File: config.mk
export PLATFORM = sky130hd
export DESIGN_NAME = wpg_lock_top
export DESIGN_NICKNAME = d
export VERILOG_FILES = /design/src/rtl/wpg_pkg.sv /design/src/rtl/wpg_cmd_decode.sv /design/src/rtl/wpg_seg_fsm.sv /design/src/rtl/wpg_lock_top.sv
export SDC_FILE = /design/constraint.sdc
export NUM_CORES = 1
export LEC_CHECK = 0
export BUFFER_PORTS_ARGS = -buffer_cell sky130_fd_sc_hd__buf_2
export CORE_MARGIN = 2
export CORE_UTILIZATION = 35
export CTS_BUF_LIST = sky130_fd_sc_hd__clkbuf_4 sky130_fd_sc_hd__clkbuf_8
export CTS_CLUSTER_SIZE = 10
export DETAILED_ROUTE_END_ITERATION = 16
export GPL_TIMING_DRIVEN = 0
export SYNTH_ARGS = -nofsm -noshare
export SYNTH_HDL_FRONTEND = slang
export SYNTH_SLANG_ARGS = --single-unit
File: constraint.sdc
create_clock -name clk -period 2.14 [get_ports clk]
set_input_delay 0.214 -clock clk [delete_from_list [all_inputs] [get_ports clk]]
set_output_delay 0.214 -clock clk [all_outputs]
set_load 0.1 [all_outputs]
File: src/rtl/wpg_pkg.sv
package wpg_pkg;
  localparam logic [7:0] KEY_FIRST  = 8'hAA;
  localparam logic [7:0] KEY_SECOND = 8'h55;
  localparam logic [7:0] KEY_LOCK   = 8'hA0;
  localparam logic [7:0] KEY_ERASE  = 8'h80;
  localparam logic [7:0] KEY_UNLOCK = 8'h20;

  typedef enum logic [2:0] {
    CMD_NONE, CMD_FIRST, CMD_SECOND, CMD_LOCK, CMD_ERASE, CMD_UNLOCK
  } cmd_t;

  typedef enum logic [2:0] {
    ST_IDLE, ST_K1, ST_K2, ST_U3, ST_U4, ST_U5
  } seq_t;
endpackage

File: src/rtl/wpg_cmd_decode.sv
module wpg_cmd_decode
  import wpg_pkg::*;
#(
  parameter int ADDR_W = 15,
  parameter logic [ADDR_W-1:0] ADDR_HI = 15'h5555,
  parameter logic [ADDR_W-1:0] ADDR_LO = 15'h2AAA
) (
  input  logic [ADDR_W-1:0] addr_i,
  input  logic [7:0]        data_i,
  output cmd_t              cmd_o
);
  logic at_hi, at_lo;
  assign at_hi = (addr_i == ADDR_HI);
  assign at_lo = (addr_i == ADDR_LO);

  always_comb begin
    cmd_o = CMD_NONE;
    if (at_hi) begin
      case (data_i)
        KEY_FIRST:  cmd_o = CMD_FIRST;
        KEY_LOCK:   cmd_o = CMD_LOCK;
        KEY_ERASE:  cmd_o = CMD_ERASE;
        KEY_UNLOCK: cmd_o = CMD_UNLOCK;
        default:    cmd_o = CMD_NONE;
      endcase
    end else if (at_lo && data_i == KEY_SECOND) begin
      cmd_o = CMD_SECOND;
    end
  end
endmodule

File: src/rtl/wpg_seg_fsm.sv
module wpg_seg_fsm
  import wpg_pkg::*;
#(
  parameter int PAGE_BYTES = 256,
  parameter int LOAD_GAP   = 150
) (
  input  logic clk,
  input  logic rst,
  input  logic stb_i,
  input  cmd_t cmd_i,
  output logic lock_o,
  output logic permit_o
);
  localparam int CNT_W = (PAGE_BYTES > 1) ? $clog2(PAGE_BYTES) : 1;
  localparam int GAP_W = (LOAD_GAP > 1) ? $clog2(LOAD_GAP) : 1;
  localparam logic [CNT_W-1:0] CNT_LAST = CNT_W'(PAGE_BYTES - 1);
  localparam logic [GAP_W-1:0] GAP_LAST = GAP_W'(LOAD_GAP - 1);

  seq_t st_q, st_d;
  logic lock_q, lock_d, win_q, win_d, permit_q, fwd, hit;
  logic [CNT_W-1:0] cnt_q, cnt_d;
  logic [GAP_W-1:0] gap_q, gap_d;

  always_comb begin
    st_d   = st_q;
    lock_d = lock_q;
    win_d  = win_q;
    cnt_d  = cnt_q;
    gap_d  = gap_q;
    hit    = 1'b0;
    fwd    = 1'b0;
    if (stb_i) begin
      gap_d = '0;
      if (win_q) begin
        fwd   = 1'b1;
        cnt_d = cnt_q + 1'b1;
        if (cnt_q == CNT_LAST) win_d = 1'b0;
      end else begin
        hit  = (cmd_i == CMD_FIRST);
        st_d = hit ? ST_K1 : ST_IDLE;
        case (st_q)
          ST_K1: if (cmd_i == CMD_SECOND) begin st_d = ST_K2; hit = 1'b1; end
          ST_K2: begin
            if (cmd_i == CMD_LOCK) begin
              st_d = ST_IDLE; hit = 1'b1; lock_d = 1'b1;
              win_d = 1'b1; cnt_d = '0;
            end else if (cmd_i == CMD_ERASE) begin
              st_d = ST_U3; hit = 1'b1;
            end
          end
          ST_U3: if (cmd_i == CMD_FIRST) st_d = ST_U4;
          ST_U4: if (cmd_i == CMD_SECOND) begin st_d = ST_U5; hit = 1'b1; end
          ST_U5: if (cmd_i == CMD_UNLOCK) begin
            st_d = ST_IDLE; hit = 1'b1; lock_d = 1'b0;
          end
          default: ;
        endcase
        fwd = !hit && !lock_q;
      end
    end else if (win_q) begin
      gap_d = gap_q + 1'b1;
      if (gap_q == GAP_LAST) begin
        win_d = 1'b0;
        gap_d = '0;
      end
    end
  end

  always_ff @(posedge clk) begin
    if (rst) begin
      st_q     <= ST_IDLE;
      lock_q   <= 1'b0;
      win_q    <= 1'b0;
      cnt_q    <= '0;
      gap_q    <= '0;
      permit_q <= 1'b0;
    end else begin
      st_q     <= st_d;
      lock_q   <= lock_d;
      win_q    <= win_d;
      cnt_q    <= cnt_d;
      gap_q    <= gap_d;
      permit_q <= fwd;
    end
  end

  assign lock_o   = lock_q;
  assign permit_o = permit_q;

  // lock rises only from the last lock-key state
  p_lock_from_key_r3: assert property (@(posedge clk) disable iff (rst)
    $rose(lock_q) |-> $past(st_q == ST_K2));
  // lock falls only from the last unlock-key state
  p_unlock_from_key_r7: assert property (@(posedge clk) disable iff (rst)
    $fell(lock_q) |-> $past(st_q == ST_U5));
  // a permit while locked needs an open window
  p_locked_drop_r6: assert property (@(posedge clk) disable iff (rst)
    permit_q |-> $past(stb_i) && ($past(!lock_q) || $past(win_q)));
  // window closes only on a strobe (page full) or an expired gap
  p_win_close_r5: assert property (@(posedge clk) disable iff (rst)
    $fell(win_q) |-> ($past(stb_i) || $past(gap_q == GAP_LAST)));
  // lock flag never moves without a strobe
  p_lock_stable_r8: assert property (@(posedge clk) disable iff (rst)
    !stb_i |=> $stable(lock_q));
endmodule

File: src/rtl/wpg_lock_top.sv
module wpg_lock_top
  import wpg_pkg::*;
#(
  parameter int SEG_W      = 3,
  parameter int ADDR_W     = 15,
  parameter int PAGE_BYTES = 256,
  parameter int LOAD_GAP   = 150,
  parameter logic [ADDR_W-1:0] ADDR_HI = 15'h5555,
  parameter logic [ADDR_W-1:0] ADDR_LO = 15'h2AAA,
  localparam int NUM_SEG   = 1 << SEG_W
) (
  input  logic               clk,
  input  logic               rst,
  input  logic               wr_stb,
  input  logic [SEG_W-1:0]   wr_seg,
  input  logic [ADDR_W-1:0]  wr_addr,
  input  logic [7:0]         wr_data,
  output logic [NUM_SEG-1:0] lock_on,
  output logic [NUM_SEG-1:0] wr_permit
);
  cmd_t cmd;

  wpg_cmd_decode #(.ADDR_W(ADDR_W), .ADDR_HI(ADDR_HI), .ADDR_LO(ADDR_LO)) u_dec (
    .addr_i(wr_addr),
    .data_i(wr_data),
    .cmd_o (cmd)
  );

  for (genvar s = 0; s < NUM_SEG; s++) begin : g_seg
    logic sel;
    assign sel = wr_stb && (wr_seg == SEG_W'(s));
    wpg_seg_fsm #(.PAGE_BYTES(PAGE_BYTES), .LOAD_GAP(LOAD_GAP)) u_fsm (
      .clk     (clk),
      .rst     (rst),
      .stb_i   (sel),
      .cmd_i   (cmd),
      .lock_o  (lock_on[s]),
      .permit_o(wr_permit[s])
    );
  end

  // one write per cycle, so at most one permit
  p_permit_onehot_r10: assert property (@(posedge clk) disable iff (rst)
    $onehot0(wr_permit));
  // a segment's lock moves only when it was addressed
  p_lock_isolated_r9: assert property (@(posedge clk) disable iff (rst)
    !wr_stb |=> $stable(lock_on));
endmodule

==> flow_summary.yaml, run 1 <==
route:
  met1_length_um: 11800
  dr_wl_met3_um: 1670
  wl_met2_um: 11600
  wl_per_cell_um: 16.5
  antenna_left: 0
  drtIter0Drc: 723
  topRoutingLayerUsed: "met4"
  vias: 8645
  drc: 0
  via_per_inst: 5.49
  totalWireLength_um: 25900
  drt_pass1_iterations: 6
timing:
  setup_viol: 4
  fin_crit_ns: 2.17
  fin_skew_ns: 0.0126
  rsz0062_at_grt: "no"
  slew_headroom: 0.130
  fmax_mhz: 461
  maxSlewViolCount: 0
  hold_violations: 0
  setup_ws_ns: -0.0286
  fin_hold_ws_ns: 0.244
  period_share: 1.01
  worst_pin_slew_ns: 1.29
global_routing:
  grt_max_degree: 17
  antenna_found_initial: 3
  grt_pass1_vias: 7896
  grt_pass1_wl_um: 41500
  grt-ovfl-total: 0
  grt_use_total: 0.184
floorplan:
  initial_utilization: 0.355
  io_pins: 45
  std_cell_rows: 60
  die-area_um2: 28500
  dieHeight_um: 169
  die_x_um: 169
  fp.coreArea_um2: 26800
placement:
  dp_hpwl_um: 17900
  dpl.cell_count: 1541
  gp_congestion: 0.947
  numPortBuffers: 44
logic_synthesis:
  synthSimpleGateAreaFrac: 0.303
  synthArstFlopShare: 0
  syn_avg_cell_area_um2: 8.23
  syn-cell-area_um2: 9520
  synth_xor_area_frac: 0.0865
  synth_flop_cell: "dfxtp_1"
  synth_compound_area_frac: 0.147
  netlist_instances: 1156
  synth_seq_cells: 176
  synthMuxAreaShare: 0.0116
  synthesis.nets: 1209
  yosysSeqAreaShare: 0.370
  synth_top_family_by_area: "simple AND/OR/NAND/NOR gates"
  yosysTopAreaCell: "dfxtp_1"
  ys_types: 74
  yosys.area_share.adder: 0.0315
  yosys-top-cells-area: "dfxtp_1, nor2_1, xor2_1, nand4_1, ha_1"
  synth.top_cell.area_share: 0.370
  yosysWarnings: 0
  synth_enable_flop_cells: 0
worst_setup_path:
  endpoint_kind: "flip-flop"
  cp-start-kind: "input pin"
  cpLargestDelayFamily: "simple AND/OR/NAND/NOR gates"
  critPathMaxStageDelay_ns: 1.10
  critPathKind: "input pin to flip-flop"
  cp_data_required_time_ns: 2.56
  cp.arrival_ns: 2.59
  critPathBufInv: 1
  path_max_fanout: 5
  crit_chain: "buf_2 -> nor4b_4 -> nand3_1 -> nor4_1 -> a21o_1 -> nand2_1 -> a31oi_1"
  slowest_stage: "nor4_1"
pwr:
  peakVddDrop_uv: 325
  p_per_area_nw_per_um2: 578
  power.leakage_nw: 3.72
clock_tree:
  htree_num_levels: 4
  cts_root_buf: "clkbuf_8"
  tritoncts: "done"
  numClockSinks: 176
  clk_pin_slew_worst_paths_ns: 0.09
  cts_buffers: 17
  clk_latency_ns: 0.49
  clockBufferDepth: 2
final_layout:
  regArea_um2: 3520
  multiInputGateArea_um2: 5610
  layoutNonFillerInstCount: 1574
  layout.nets: 1272
  drive_gt1_frac: 0.120
  area_growth_pct: 12.6
  fillers: 2720
run:
  maxCapViolCount: 0
status:
  outcome: "finished with violations"
  violations: "negative setup slack"
min_path:
  min_path_type: "input pin to flip-flop"
## report_power, final
part	internal (mW)	total (mW)	switching, mW
Combinational	0.0819	0.302	0.220
Sequential	3.28	3.28	0.00309
Clock	1.37	2.61	1.24
Total	4.73	6.20	1.47
## kinds of logic after synthesis
family                   count (synthesis)
AND/OR/NAND/NOR                        543
AO/OA/AOI/OAI                          199
flip-flops                             176
buffers and inverters                  110
XOR/XNOR                                94
adder cells (fa/ha/maj)                 24
multiplexers                            10
## Yosys cell counts, types with 6 or more instances
cell and count:
a22oi_1 7, nor3_2 8, ha_1 24, o21ai_0 31, nand2b_1 22, and4b_1 6, o31ai_1 8, dfxtp_1 176
mux2_2 8, nand3b_1 9, nand2_1 80, buf_4 16, nor2_1 176, inv_1 31, a31oi_1 12, nor2b_1 6
xnor2_1 27, a211oi_1 10, nor4_1 7, nor3_1 44, nand4_1 58, o22ai_1 13, a21o_1 6, xor2_1 67
nand4b_1 8, and3_1 18, nor4bb_1 9, o21ai_1 10, or4_1 8, nand3_1 45, buf_1 7, a41oi_1 8
a32oi_1 8, a21oi_1 38, clkbuf_1 51
## registers in the layout, summed over array words and instances (netlist names)
| signal | flops |
|---|---|
| g_seg.u_fsm.gap_q | 64 |
| g_seg.u_fsm.win_q | 8 |
| g_seg.u_fsm.permit_o | 8 |
| g_seg.u_fsm.cnt_q | 64 |
| g_seg.u_fsm.lock_o | 8 |
| g_seg.u_fsm.st_q | 24 |
## layer usage
metal	track usage	vias up
met5	0	-
met4	0.0783	0
met3	0.0358	57
met2	0.292	277
met1	0.245	4021
li1	-	4290
## final cells by class
cell class,count,area share
inverters,31,0.0109
plain buffers,79,0.0346
clock buffers,21,0.0264
clock inverters,9,0.0146
well taps,341,0.0398
diodes,3,0.000701
multi-input cells,870,0.524
flip-flops and latches,176,0.329
repair buffers,44,0.0206
## path summary, 6_finish.rpt
kind	start	to	slack [ns]	cells after the start
worst min register to register	g_seg[5].u_fsm.gap_q[7]$_SDFFE_PP0P_	g_seg[5].u_fsm.gap_q[7]$_SDFFE_PP0P_	0.49	2
worst max-delay path	wr_data[4]	g_seg[3].u_fsm.st_q[0]$_SDFFE_PP0P_	-0.03	7
worst min-delay path	rst	g_seg[0].u_fsm.st_q[0]$_SDFFE_PP0P_	0.24	4
worst max register to register	g_seg[6].u_fsm.st_q[1]$_SDFFE_PP0P_	g_seg[6].u_fsm.cnt_q[4]$_SDFFE_PP0P_	0.08	4
## placed cells by master (no fill, tap or decap), types with 6 or more instances in the layout
cell	count
and3_1	18
a32oi_1	8
a31oi_1	12
or4_1	8
nand2_1	80
a21oi_1	38
nor2_1	176
a211oi_1	10
xnor2_1	27
ha_1	24
nor4_1	6
nor3_1	40
and4b_1	6
xor2_1	67
dfxtp_1	176
nor3_2	12
mux2_2	8
a41oi_1	8
o22ai_1	13
a22oi_1	7
nor4bb_1	7
buf_2	50
clkbuf_8	20
o21ai_0	31
nand3b_1	9
nand4_1	58
nor2b_1	6
inv_1	31
nand4b_1	8
o31ai_1	8
a21o_1	6
nand2b_1	22
nand3_1	45
o21ai_1	7
clkbuf_1	45
buf_1	7
buf_4	16
## worst register-to-register path, cell delays in order (launching register included)
cell	delay, ns
dfxtp_1	0.36
or3b_2	0.51
nor4_1	0.63
a21o_1	0.37
nor2_1	0.08
## through the flow
step           instance area [um^2]  utilization  worst slack, ns  setup TNS [ns]  total power, mW
4_1_cts                       10600        0.397           0.0169               0             6.28
2_1_floorplan                  9520            -            0.160               0             3.52
3_5_place_dp                  10200        0.379            -1.01          -62.01             3.65
6_report                      10700        0.400          -0.0286         -0.0925             6.20
5_1_grt                       10700        0.400          0.00173               0             6.42
3_3_place_gp                  10200        0.379            -1.05          -62.33             3.65
## what timing repair did
action,4_1_cts,5_1_grt
pin swaps,0,2
setup buffers,0,0
hold buffers,0,0
endpoints found under the setup margin,61,57
gates resized for setup,10,16
No activity file was read; power rests on OpenSTA's default activity.
==> run 2, diff against run 1 <==
Settings changed: GPL_TIMING_DRIVEN 0 to not set.
Clock period 2.14 ns to 2.7 ns, I/O delays scaled along.
==> run 2 against run 1 <==
Net effect: the run now ends clean; worst setup slack improved by 0.43 ns; clock power fell by 34%; power fell by 27%; count of clock-buffer cells in the layout fell by 1; clock skew rose by 0.0078 ns; die area did not move; critical path depth fell by 1; register-to-register slack improved by 0.32 ns; first-iteration DRC count fell by 12%; cell area fell by 2.9%.
==> flow_summary.yaml, run 2 (same netlist as run 1, synthesis figures left out) <==
status:
  outcome: "complete, no violations"
clock_tree:
  clk_pin_slew_worst_paths_ns: 0.11
  ctsHoldBuffers: 0
  cts_root_buf: "clkbuf_8"
  htree_num_levels: 4
  cts_setup_buffers: 0
  clk_latency_ns: 0.48
  cts-resized-gates: 0
  clockBufferDepth: 2
  tritoncts: "done"
  cts_buffers: 17
  numClockSinks: 176
timing:
  period_share: 0.851
  hold_violations: 0
  slew_headroom: 0.617
  worst_pin_slew_ns: 0.570
  finalSetupTns_ns: 0
  fin_skew_ns: 0.0203
  maxSlewViolCount: 0
  fin_crit_ns: 2.30
  fmax_mhz: 435
  rsz0062_at_grt: "no"
  setup_viol: 0
route:
  totalWireLength_um: 23200
  drtIter0Drc: 634
  drc: 0
  antenna_left: 0
  vias: 8280
  via_per_inst: 5.44
  drt_pass1_iterations: 6
  wl_per_cell_um: 15.3
worst_setup_path:
  cp.arrival_ns: 2.68
  r2r_end: "g_seg[6].u_fsm.cnt_q[4]$_SDFFE_PP0P_"
  reg2reg_depth: 6
  cp_data_required_time_ns: 3.08
  critPathLaunch: "g_seg[6].u_fsm.st_q[1]$_SDFFE_PP0P_"
  path_max_fanout: 12
  critPathKind: "flip-flop to flip-flop"
  crit_chain: "or3b_2 -> or4_1 -> o21ai_1 -> nand4_1 -> xor2_1 -> nor2_1"
  worstReg2RegStart: "g_seg[6].u_fsm.st_q[1]$_SDFFE_PP0P_"
  r2r_slack_ns: 0.40
  cp-start-kind: "flip-flop"
  endpoint_kind: "flip-flop"
  slowest_stage: "dfxtp_1"
  critPathCapture: "g_seg[6].u_fsm.cnt_q[4]$_SDFFE_PP0P_"
  critPathMaxStageDelay_ns: 0.54
min_path:
  min_path_type: "input pin to flip-flop"
floorplan:
  std_cell_rows: 60
  dieHeight_um: 169
  fp.coreArea_um2: 26800
  die-area_um2: 28500
  io_pins: 45
  die_x_um: 169
  initial_utilization: 0.355
global_routing:
  grt_pass1_wl_um: 38800
  grt_max_degree: 51
  top_usage_layer: "met2"
  grt_use_total: 0.167
  use_met1: 0.229
  gr-usage-met3: 0.0281
  grt_pass1_vias: 7623
  grt-ovfl-total: 0
  globalRouteMet2Util: 0.259
  antenna_found_initial: 1
final_layout:
  area_growth_pct: 9.25
  reg_top3: "g_seg.u_fsm.cnt_q x64, g_seg.u_fsm.gap_q x64, g_seg.u_fsm.st_q x24"
  multiInputGateArea_um2: 5520
  fillers: 2754
  drive_gt1_frac: 0.119
  regArea_um2: 3520
  mostFrequentLayoutCells: "nor2_1, dfxtp_1, nand2_1"
  layout.nets: 1220
  layoutNonFillerInstCount: 1522
placement:
  dp_hpwl_um: 16100
  numPortBuffers: 44
  gp_congestion: 0.853
  dpl.cell_count: 1489
pwr:
  p_per_area_nw_per_um2: 435
  peakVddDrop_uv: 261
  power.leakage_nw: 3.60
run:
  maxCapViolCount: 0
==> run 2: routing by layer <==
metal  part of all wire  vias to the layer above
li1                   -                     4165
met1               0.48                     3877
met2               0.44                      201
met3              0.045                       37
met4              0.029                        0
met5                  0                        -
==> run 2: how the worst min path moves through the flow <==
stage | end | cells past startpoint | startpoint | slack [ns]
after floorplan | g_seg[5].u_fsm.gap_q[7]$_SDFFE_PP0P_ | 2 | g_seg[5].u_fsm.gap_q[7]$_SDFFE_PP0P_ | 0.46
final | g_seg[0].u_fsm.win_q$_SDFF_PP0_ | 2 | rst | 0.23
after CTS | g_seg[0].u_fsm.win_q$_SDFF_PP0_ | 2 | rst | 0.21
after global placement | g_seg[5].u_fsm.gap_q[7]$_SDFFE_PP0P_ | 2 | g_seg[5].u_fsm.gap_q[7]$_SDFFE_PP0P_ | 0.47
after global routing | g_seg[0].u_fsm.win_q$_SDFF_PP0_ | 2 | rst | 0.23
after detailed placement | g_seg[5].u_fsm.gap_q[7]$_SDFFE_PP0P_ | 2 | g_seg[5].u_fsm.gap_q[7]$_SDFFE_PP0P_ | 0.49
==> run 2: report_power, final <==
part / switching (mW) / total [mW] / internal (mW)
Clock: 1.03 / 1.72 / 0.686
Combinational: 0.143 / 0.204 / 0.0607
Sequential: 0.00864 / 2.61 / 2.60
Total: 1.18 / 4.53 / 3.34
==> run 2: cell type report <==
class,count,share of cell area
Clock inverter,12,0.00975
Sequential cell,176,0.339
Timing Repair Buffer,71,0.0433
Antenna cell,1,0.000241
Inverter,31,0.0112
Tap cell,341,0.0410
Clock buffer,20,0.0247
Multi-Input combinational cell,870,0.531
==> run 2: critical path: cells and delay by family (launching register included) <==
family	cells	cell delay, ns
and+or+nand+nor	4	1.20
AOI/OAI and AO/OA	1	0.31
DFF	1	0.54
xor gates and xnor gates	1	0.15
==> run 2: stage by stage <==
stage | area (um^2) | hold slack [ns] | total power [mW] | worst slack (ns) | utilization
floorplan | 9520 | 0.458 | 2.79 | 0.664 | -
global placement | 10000 | 0.473 | 2.87 | 0.344 | 0.375
detailed placement | 10000 | 0.489 | 2.87 | 0.299 | 0.375
CTS | 10400 | 0.214 | 4.60 | 0.409 | 0.388
global route | 10400 | 0.234 | 4.72 | 0.256 | 0.388
finish | 10400 | 0.231 | 4.53 | 0.402 | 0.388
